### src/rtl/nvsram_pkg.sv
package nvsram_pkg;
  typedef enum logic [1:0] {
    XF_IDLE   = 2'd0,
    XF_RECALL = 2'd1,
    XF_STORE  = 2'd2
  } xfer_state_e;
endpackage

### src/rtl/nvsram_access_dec.sv
module nvsram_access_dec (
  input  logic clk_i,
  input  logic rst_ni,
  input  logic e_ni,
  input  logic g_ni,
  input  logic w_ni,
  input  logic hsb_ni,
  input  logic busy_i,
  output logic rd_oe_o,
  output logic wr_act_o,
  output logic wr_commit_o
);
  logic rd_en;
  logic wr_act_q;
  logic rd_oe_q;

  assign rd_en    = !e_ni && !g_ni && w_ni && hsb_ni && !busy_i;
  assign wr_act_o = !e_ni && !w_ni && hsb_ni;
  // commit on the edge where the write condition falls away
  assign wr_commit_o = wr_act_q && !wr_act_o && !busy_i;
  assign rd_oe_o     = rd_oe_q;

  always_ff @(posedge clk_i or negedge rst_ni) begin
    if (!rst_ni) begin
      wr_act_q <= 1'b0;
      rd_oe_q  <= 1'b0;
    end else begin
      wr_act_q <= wr_act_o && !busy_i;
      rd_oe_q  <= rd_en;
    end
  end

  AST_OE_OFF_WHEN_BUSY: assert property (@(posedge clk_i) disable iff (!rst_ni)
    busy_i |=> !rd_oe_q);
  AST_OE_NEEDS_CTRL: assert property (@(posedge clk_i) disable iff (!rst_ni)
    rd_oe_q |-> $past(w_ni && hsb_ni && !e_ni && !g_ni));
endmodule

### src/rtl/nvsram_xfer_seq.sv
module nvsram_xfer_seq
  import nvsram_pkg::*;
#(
  parameter int ADDR_W     = 8,
  parameter int RECALL_CYC = 300,
  parameter int STORE_CYC  = 400
) (
  input  logic              clk_i,
  input  logic              rst_ni,
  input  logic              supply_low_i,
  input  logic              supply_ok_i,
  input  logic              store_req_i,
  input  logic              wr_act_i,
  output logic              busy_o,
  output logic              xfer_en_o,
  output xfer_state_e       xfer_mode_o,
  output logic [ADDR_W-1:0] xfer_idx_o,
  output logic              corrupt_o
);
  localparam int DEPTH      = 1 << ADDR_W;
  localparam int RECALL_LEN = (RECALL_CYC > DEPTH) ? RECALL_CYC : DEPTH;
  localparam int STORE_LEN  = (STORE_CYC > DEPTH) ? STORE_CYC : DEPTH;
  localparam int MAX_LEN    = (RECALL_LEN > STORE_LEN) ? RECALL_LEN : STORE_LEN;
  localparam int CNT_W      = $clog2(MAX_LEN + 1);

  xfer_state_e      state_q;
  logic [CNT_W-1:0] cnt_q;
  logic             req_q;
  logic             corrupt_q;
  logic             last;
  logic             start_rec;
  logic             start_sto;

  assign last = ((state_q == XF_RECALL) && (cnt_q == CNT_W'(RECALL_LEN - 1))) ||
                ((state_q == XF_STORE)  && (cnt_q == CNT_W'(STORE_LEN - 1)));
  assign start_rec = (state_q == XF_IDLE) && req_q && supply_ok_i && !supply_low_i;
  assign start_sto = (state_q == XF_IDLE) && !req_q && !supply_low_i && store_req_i;

  always_ff @(posedge clk_i or negedge rst_ni) begin
    if (!rst_ni) begin
      req_q <= 1'b1;  // power-up recall request
    end else if (supply_low_i) begin
      req_q <= 1'b1;
    end else if (start_rec) begin
      req_q <= 1'b0;
    end
  end

  always_ff @(posedge clk_i or negedge rst_ni) begin
    if (!rst_ni) begin
      state_q <= XF_IDLE;
      cnt_q   <= '0;
    end else begin
      case (state_q)
        XF_IDLE: begin
          cnt_q <= '0;
          if (start_rec)      state_q <= XF_RECALL;
          else if (start_sto) state_q <= XF_STORE;
        end
        default: begin
          if (last) begin
            state_q <= XF_IDLE;
            cnt_q   <= '0;
          end else begin
            cnt_q <= cnt_q + 1'b1;
          end
        end
      endcase
    end
  end

  always_ff @(posedge clk_i or negedge rst_ni) begin
    if (!rst_ni) begin
      corrupt_q <= 1'b0;
    end else if (start_rec) begin
      corrupt_q <= 1'b0;
    end else if ((state_q == XF_RECALL) && last && wr_act_i) begin
      corrupt_q <= 1'b1;
    end
  end

  assign busy_o      = (state_q != XF_IDLE);
  assign xfer_en_o   = busy_o && (cnt_q < CNT_W'(DEPTH));
  assign xfer_mode_o = state_q;
  assign xfer_idx_o  = cnt_q[ADDR_W-1:0];
  assign corrupt_o   = corrupt_q;

  AST_MODE_HELD: assert property (@(posedge clk_i) disable iff (!rst_ni)
    (busy_o && !last) |=> (state_q == $past(state_q)));
  AST_LAST_ENDS_BUSY: assert property (@(posedge clk_i) disable iff (!rst_ni)
    last |=> !busy_o);
  AST_NO_STORE_ON_LOW: assert property (@(posedge clk_i) disable iff (!rst_ni)
    ((state_q == XF_IDLE) && supply_low_i) |=> (state_q == XF_IDLE));
  AST_CORRUPT_RISE: assert property (@(posedge clk_i) disable iff (!rst_ni)
    $rose(corrupt_q) |-> $past(state_q == XF_RECALL));
endmodule

### src/rtl/nvsram_arrays.sv
module nvsram_arrays
  import nvsram_pkg::*;
#(
  parameter int ADDR_W = 8,
  parameter int DATA_W = 8
) (
  input  logic              clk_i,
  input  logic              rst_ni,
  input  logic [ADDR_W-1:0] rd_addr_i,
  output logic [DATA_W-1:0] rd_data_o,
  input  logic              wr_en_i,
  input  logic [ADDR_W-1:0] wr_addr_i,
  input  logic [DATA_W-1:0] wr_data_i,
  input  logic              xfer_en_i,
  input  xfer_state_e       xfer_mode_i,
  input  logic [ADDR_W-1:0] xfer_idx_i
);
  localparam int DEPTH = 1 << ADDR_W;

  logic [DATA_W-1:0] sram_q [DEPTH];
  logic [DATA_W-1:0] nv_q   [DEPTH];
  logic [DATA_W-1:0] rd_q;

  always_ff @(posedge clk_i) begin
    rd_q <= sram_q[rd_addr_i];
    if (xfer_en_i && (xfer_mode_i == XF_RECALL)) begin
      sram_q[xfer_idx_i] <= nv_q[xfer_idx_i];
    end else if (wr_en_i) begin
      sram_q[wr_addr_i] <= wr_data_i;
    end
  end

  always_ff @(posedge clk_i) begin
    if (xfer_en_i && (xfer_mode_i == XF_STORE)) begin
      nv_q[xfer_idx_i] <= sram_q[xfer_idx_i];
    end
  end

  assign rd_data_o = rd_q;

  AST_NO_WRITE_IN_XFER: assert property (@(posedge clk_i) disable iff (!rst_ni)
    wr_en_i |-> !xfer_en_i);
endmodule

### src/rtl/nvsram_ctrl.sv
module nvsram_ctrl
  import nvsram_pkg::*;
#(
  parameter int ADDR_W     = 8,
  parameter int DATA_W     = 8,
  parameter int RECALL_CYC = 300,
  parameter int STORE_CYC  = 400
) (
  input  logic              clk_i,
  input  logic              rst_ni,
  input  logic              e_ni,
  input  logic              g_ni,
  input  logic              w_ni,
  input  logic              hsb_ni,
  input  logic [ADDR_W-1:0] addr_i,
  input  logic [DATA_W-1:0] data_i,
  input  logic              supply_low_i,
  input  logic              supply_ok_i,
  input  logic              store_req_i,
  output logic [DATA_W-1:0] data_o,
  output logic              data_oe_o,
  output logic              busy_o,
  output logic              corrupt_o
);
  logic              busy;
  logic              wr_act;
  logic              wr_commit;
  logic              xfer_en;
  xfer_state_e       xfer_mode;
  logic [ADDR_W-1:0] xfer_idx;

  nvsram_access_dec u_dec (
    .clk_i       (clk_i),
    .rst_ni      (rst_ni),
    .e_ni        (e_ni),
    .g_ni        (g_ni),
    .w_ni        (w_ni),
    .hsb_ni      (hsb_ni),
    .busy_i      (busy),
    .rd_oe_o     (data_oe_o),
    .wr_act_o    (wr_act),
    .wr_commit_o (wr_commit)
  );

  nvsram_xfer_seq #(
    .ADDR_W     (ADDR_W),
    .RECALL_CYC (RECALL_CYC),
    .STORE_CYC  (STORE_CYC)
  ) u_seq (
    .clk_i        (clk_i),
    .rst_ni       (rst_ni),
    .supply_low_i (supply_low_i),
    .supply_ok_i  (supply_ok_i),
    .store_req_i  (store_req_i),
    .wr_act_i     (wr_act),
    .busy_o       (busy),
    .xfer_en_o    (xfer_en),
    .xfer_mode_o  (xfer_mode),
    .xfer_idx_o   (xfer_idx),
    .corrupt_o    (corrupt_o)
  );

  nvsram_arrays #(
    .ADDR_W (ADDR_W),
    .DATA_W (DATA_W)
  ) u_mem (
    .clk_i       (clk_i),
    .rst_ni      (rst_ni),
    .rd_addr_i   (addr_i),
    .rd_data_o   (data_o),
    .wr_en_i     (wr_commit),
    .wr_addr_i   (addr_i),
    .wr_data_i   (data_i),
    .xfer_en_i   (xfer_en),
    .xfer_mode_i (xfer_mode),
    .xfer_idx_i  (xfer_idx)
  );

  assign busy_o = busy;

  AST_OE_NOT_IN_WRITE: assert property (@(posedge clk_i) disable iff (!rst_ni)
    (!e_ni && !w_ni) |=> !data_oe_o);
endmodule

### config.mk
export PLATFORM = sky130hd
export DESIGN_NAME = nvsram_ctrl
export DESIGN_NICKNAME = d
export VERILOG_FILES = /design/src/rtl/nvsram_pkg.sv /design/src/rtl/nvsram_access_dec.sv /design/src/rtl/nvsram_xfer_seq.sv /design/src/rtl/nvsram_arrays.sv /design/src/rtl/nvsram_ctrl.sv
export SDC_FILE = /design/constraint.sdc
export NUM_CORES = 2
export LEC_CHECK = 0
export BUFFER_PORTS_ARGS = -buffer_cell sky130_fd_sc_hd__buf_2
export CORE_MARGIN = 2
export CORE_UTILIZATION = 55
export DETAILED_ROUTE_END_ITERATION = 12
export PLACE_DENSITY = 0.71
export SLEW_MARGIN = 20
export SYNTH_ARGS = -nofsm -noshare
export SYNTH_HDL_FRONTEND = slang
export SYNTH_SLANG_ARGS = --single-unit
### constraint.sdc
create_clock -name clk_i -period 30.4 [get_ports clk_i]
set_clock_uncertainty 0.05 [all_clocks]
set_input_delay 3.04 -clock clk_i [delete_from_list [all_inputs] [get_ports clk_i]]
set_output_delay 3.04 -clock clk_i [all_outputs]
set_load 0.005 [all_outputs]
# After elaboration in Yosys (flattened, before gate mapping)
# Memory sizes are Yosys's and may differ from the RTL's. A register that Yosys moved wholly into a read port is not among the register bits.
# Cells that the tools add are included.
# totals
word_cells	72
n_memories	2
mem_bits_rw	4096
register_bits	15
# op_classes
n_lt_le_gt_ge	1
add_sub_neg	1
mux	20
n_eq_ne	5
n_reduce_logical	37
# mem_list
name	words	width	rd	rd_clocked_by_memory_dff	write_ports	line_no	text
u_mem.nv_q	256	8	1	0	1	nvsram_arrays.sv:21	logic [DATA_W-1:0] nv_q [DEPTH];
u_mem.sram_q	256	8	2	1	1	nvsram_arrays.sv:20	logic [DATA_W-1:0] sram_q [DEPTH];
# ops
op	n
$logic_and 1x1->1	22
$eq 9x9->1 const B	2
$mux 9	2
$mux 8	2
$mux 1	12
$add 9x1->9 const B	1
$lt 9x9->1 const B	1
$mux 2	4
$reduce_bool 2->1	4
$reduce_or 8->1	1
$logic_not 1->1	7
$ne 3x1->1 const B	1
$eq 2x1->1 const B	1
$eq 2x2->1 const B	1
$logic_not 2->1	1
$reduce_and 2->1	1
$logic_or 1x1->1	1

# Logic depth before layout (Yosys ltp)
# logic_depth
word_depth	11
mapped_depth	13
ltp_nobuf	7

# Modules after synthesis
# A second synthesis with hierarchy kept.
# hier_totals
cells_unflattened	8382
hier_area_um2	176285.3
# by_module_without_submodules
module	seq_area_each_um2	area_each_um2	instances	cells_each
nvsram_arrays	123158.1	175477.0	1	8304
nvsram_xfer_seq	326.6	704.4	1	71
nvsram_access_dec	50.0	103.8	1	7

# Worst setup path before layout
# Ideal clock, no wire load.
# synth_timing
path_type	reg-to-reg
from	register u_seq.cnt_q[1]
to	memory u_mem.nv_q[0][5], data pin
setup_time_ps	2187
path_slack_ps	16048
stages_incl_launch_ff	10
synth_period_minus_slack_ps	14352
arrival_ps	12115
cell_sequence	dfrtp_1 buf_2 buf_2 buf_2 clkbuf_1 clkbuf_1 mux4_2 mux4_2 a22oi_1 o21ai_0
# synth_via
elab_chain_cells	1
# synth_rtl
element	line_no	text
start, declared	nvsram_xfer_seq.sv:27	logic [CNT_W-1:0] cnt_q;
start signal, assigned	nvsram_xfer_seq.sv:65	cnt_q <= cnt_q + 1'b1;
$mem_v2 256x8	--	
end, declared	nvsram_arrays.sv:21	
# Every way passes these cells.

# Worst setup path in the final report
# layout_timing
from	register u_seq.cnt_q[1]
to	memory u_mem.sram_q[232][6], data pin
# layout_via
elab_chain_cells	7
elab_cells_between_ends	8
cone_classes	order compare: 1; mux: 3; reduce/logical: 3; memory: 1
# layout_rtl
element	line_no	text
$lt 9x9->1	nvsram_xfer_seq.sv:83	assign xfer_en_o = busy_o && (cnt_q < CNT_W'(DEPTH));
$logic_and 1x1->1	nvsram_xfer_seq.sv:83	
$logic_and 1x1->1	nvsram_arrays.sv:26	if (xfer_en_i && (xfer_mode_i == XF_RECALL)) begin
$mux 1	nvsram_arrays.sv:26	
$mux 1 (not written as such)	nvsram_arrays.sv:29	sram_q[wr_addr_i] <= wr_data_i;
$reduce_or 8->1 (no source line)	--	
$mux 8 (no source line) (*)	--	
end, declared	nvsram_arrays.sv:20	
# Mark *: on every way between the ends. The rest lies on a longest branch, timed or not.

==> qor.csv <==
stage,metric,value,unit
layout,Layout Cells excl Fill,12549,
synthesis,syn_nets,7901,
die,site row count,207,
setup_path,"Largest stage delay, worst path",0.90,ns
setup_path,Reg2Reg Setup Slack,21.94,ns
place,final RePlAce weighted congestion,0.905,
synthesis,"Avg Cell Area, Syn",22.3,sq um
synthesis,largest area contributor in the netlist,edfxtp_1,
cts,Longest Clk Path Bufs,4,
setup_path,Worst R2R Start,u_seq.cnt_q[1]$_DFF_PN0_,
cts,Max H-tree Level,5,
synthesis,Gate Count Post-Synth,7872,
hold_path,Hold Crit Class,flop to flop,
layout,"Area growth, synth to finish",10.6,%
setup_path,Crit path max-delay family,buffers and inverters,
global_routing,antenna violations before repair,13,
setup_path,Crit path top cell by count,buf_4,
sta,Slew HR,16.5,%
cts,Skew-Pair Late Insertion Delay,1.00,ns
power_and_ir_drop,Net Sw Power,2.23,mW
sta,Max Slew Vio Count,0,
sta,Slew @ Worst Pin,1.25,ns
drt,Vias,90646,
cts,"Setup Fix Bufs, Post-CTS",0,
cts,hold_buf cts,0,
setup_path,R2R cell count,13,
global_routing,global route overflow,0,
drt,final WL,486000,um
cts,clock tree sinks,4119,
drt,DR pass1 iterations,7,
drt,M1 wire length,170000,um
setup_path,slowest library cell on the worst path,dfrtp_4,
global_routing,largest net degree at the start of global routing,256,
setup_path,crit path capture type,flop,
setup_path,WP data required,30.93,ns
synthesis,dominant synthesized flop cell,edfxtp_1,
sta,minimum clock period,8.46,ns
drt,WL per Instance,38.8,um
die,Initial Util,55.2,%
cts,Resized cells post-CTS,0,
synthesis,Yosys top cell area share,70.2,%
cts,clock slew at reported path FFs,0.06,ns
global_routing,first-pass GRT wire length,685000,um
setup_path,Critical Path AT,8.99,ns
setup_path,R2R Path End,u_mem.sram_q[232][6]$_DFFE_PP_,
sta,fmax,118,MHz
drt,met2 WL post-DR,230000,um
setup_path,CP Launch Type,flop,
setup_path,critical path class,flop to flop,
die,Die Footprint,0.323,sq mm
drt,DR vias/cell,7.22,
place,dpl cells,11776,
power_and_ir_drop,LEAKAGE,59.0,nW
synthesis,YS warnings,0,
place,HPWL after DPL,294000,um
cts,CTS tree,yes,
hold_path,hold path startpoint,u_seq.corrupt_o$_DFFE_PN0P_,
power_and_ir_drop,power share of the combinational group,1.1,%
cts,Clock Tree Root,clkbuf_16,
drt,drt drc,0,
synthesis,Post-synth ARST share,0.364,%
sta,final setup margin,21.94,ns
power_and_ir_drop,Switching Share,19.7,%
die,Die X,568,um
global_routing,total global-route track usage,30.1,%
die,die height,568,um
synthesis,Post-Syn Area,0.175,sq mm
synthesis,register area share after synthesis,70.5,%
sta,"Hold Vio Cnt, Final",0,
place,DP Worst Slack,21.64,ns
run_status,status,finished clean,
power_and_ir_drop,Pwr Density,58.5,mW/mm^2
sta,RSZ-0062 raised after global routing,no,
sta,Final setup viols,0,
layout,Nets,8046,
setup_path,worst-path maximum fanout,119,
job,total of max-cap violations,0,
hold_path,Worst Hold End,u_seq.corrupt_o$_DFFE_PN0P_,
power_and_ir_drop,Flop pwr share,54.2,%
sta,setup TNS,0,ns
cts,CTS Buf Count,415,
setup_path,"Cell Chain, Critical Path",buf_12 -> buf_12 -> buf_4 -> buf_12 -> mux4_2 -> mux2i_1 -> or3_1 -> o311ai_0 -> nor4_1 -> a31oi_4 -> buf_4 -> buf_4 -> buf_4,
drt,Met3 Wirelength,54100,um
drt,Final ANT Viol Nets,0,
layout,layout cells sized above 1,33.3,%
layout,Fillers,21300,
power_and_ir_drop,Final Total Pwr,11.3,mW
power_and_ir_drop,clock share of power,44.7,%
power_and_ir_drop,cell-internal power,9.11,mW
setup_path,CP bufs+invs,7,
sta,period utilisation layout,27.8,%
synthesis,"FF+latch count, synth",4119,
die,Core Box Area,0.318,sq mm
synthesis,top area cells in the synthesized netlist,"edfxtp_1 70%, mux4_2 24%, nor2_1 1.2%, mux2i_1 0.95%, clkbuf_1 0.54%",
global_routing,vias in the first global route,90328,
synthesis,Post-synth EDFFs,4096,
drt,DR iter-0 viols,14007,
die,number of I/O pins,36,
hold_path,hold depth,1,
place,port bufs,35,
synthesis,Unique masters post-synth,64,
power_and_ir_drop,VDD IR max,0.0000644,V
drt,top sig layer,met5,
layer usage:
metal / vias up / GRT usage, %
met5: - / 0
met3: 1282 / 6.89
met2: 6522 / 46.5
li1: 34544 / -
met1: 48290 / 40.2
met4: 8 / 16.6
power by group through the flow:
stage	clock network, mW	logic [mW]	registers [mW]
after global routing	5.32	0.130	6.15
after detailed placement	0	0.125	6.27
after CTS	5.10	0.125	6.15
after floorplan	0	0.0866	6.27
final	5.07	0.125	6.15
after global placement	0	0.126	6.27
stage by stage:
step | utilization [%] | cell area [sq um] | hold WS, ns
3_3_place_gp | 56.8 | 180000 | 0.436
3_5_place_dp | 56.8 | 180000 | 0.450
4_1_cts | 61.0 | 194000 | 0.470
2_1_floorplan | - | 175000 | 0.438
5_1_grt | 61.0 | 194000 | 0.482
6_report | 61.0 | 194000 | 0.469
sequential cells by signal (all words and copies together) (netlist names):
register,count
u_dec.wr_act_q,1
u_seq.req_q,1
u_seq.xfer_mode_o,2
u_dec.rd_oe_o,1
u_mem.sram_q,2048
u_seq.cnt_q,9
u_seq.corrupt_o,1
u_mem.rd_data_o,8
u_mem.nv_q,2048
area by class of cell:
class                           count  area (sq um)  share of cell area (%)
Inverter                           10          37.5                  0.0194
Tap cell                         4180          5230                    2.70
Timing Repair Buffer              287          2380                    1.23
Clock inverter                    243          2300                    1.19
Antenna cell                        7          17.5                 0.00904
Multi-Input combinational cell   3184         49300                    25.4
Clock buffer                      519         11000                    5.67
Sequential cell                  4119        124000                    63.7
synthesized netlist by cell type, types with 13 or more instances:
| library cell | n |
|---|---|
| nor3_1 | 19 |
| mux2i_1 | 167 |
| clkbuf_1 | 254 |
| nor2_1 | 566 |
| o21ai_0 | 17 |
| mux4_2 | 1838 |
| nand2b_1 | 22 |
| a22o_1 | 14 |
| nand3_1 | 46 |
| edfxtp_1 | 4096 |
| a31oi_1 | 13 |
| buf_2 | 182 |
| buf_1 | 58 |
| buf_6 | 13 |
| a21oi_1 | 35 |
| o22ai_1 | 25 |
| a32oi_1 | 14 |
| a221oi_1 | 14 |
| nor2b_1 | 22 |
| buf_4 | 52 |
| a22oi_1 | 84 |
| nand4_1 | 17 |
| dfrtp_1 | 14 |
| nand2_1 | 125 |
placed cells by master, fill, tap and decap left out, drive strengths merged, types with 13 or more instances in the layout:
cell type / synthesis / final
edfxtp: 4096 / 4096
mux4: 1838 / 1838
nor2: 566 / 566
clkbuf: 254 / 519
buf: 305 / 287
clkinv: 1 / 185
mux2i: 167 / 167
nand2: 125 / 125
a22oi: 84 / 84
nand3: 46 / 46
bufinv: 0 / 43
a21oi: 35 / 35
o22ai: 25 / 25
nor2b: 22 / 22
nand2b: 22 / 22
o21ai: 21 / 21
nor3: 19 / 19
nand4: 17 / 17
inv: 9 / 17
a32oi: 14 / 14
a22o: 14 / 14
a221oi: 14 / 14
dfrtp: 14 / 14
a31oi: 13 / 13
worst register-to-register path, cell delays in order (launching register included):
cell,delay [ns]
dfrtp_4,0.90
buf_12,0.63
buf_12,0.68
buf_4,0.79
buf_12,0.60
mux4_2,0.43
mux2i_1,0.08
or3_1,0.42
o311ai_0,0.28
nor4_1,0.22
a31oi_4,0.30
buf_4,0.70
buf_4,0.81
buf_4,0.99
worst max-delay path by stage:
| stage | startpoint | endpoint | slack [ns] | cells after the start |
|---|---|---|---|---|
| 3_5_place_dp | addr_i[0] | u_mem.rd_data_o[5]$_DFF_P_ | 21.64 | 9 |
| 6_report | u_seq.cnt_q[1]$_DFF_PN0_ | u_mem.sram_q[232][6]$_DFFE_PP_ | 21.94 | 13 |
| 2_1_floorplan | u_seq.cnt_q[1]$_DFF_PN0_ | u_mem.nv_q[0][5]$_DFFE_PP_ | 16.05 | 9 |
| 5_1_grt | u_seq.cnt_q[1]$_DFF_PN0_ | u_mem.sram_q[232][6]$_DFFE_PP_ | 21.69 | 13 |
| 4_1_cts | u_seq.cnt_q[1]$_DFF_PN0_ | u_mem.sram_q[232][6]$_DFFE_PP_ | 22.01 | 13 |
| 3_3_place_gp | addr_i[0] | u_mem.rd_data_o[5]$_DFF_P_ | 21.59 | 9 |
cells by family (layout without fill, tap and decap cells):
logic type	after synthesis	in the layout	share of synthesized area (%)
AOI/OAI and AO/OA	284	284	1.17
xor gates and xnor gates	7	7	0.0350
adders and majority gates	4	4	0.0286
buffers and inverters	569	1059	1.52
DFF	4119	4119	70.5
muxes	2010	2010	24.6
other	0	7	0
and+or+nand+nor	879	879	2.13
Note: power is estimated with default switching activity, not from simulation.
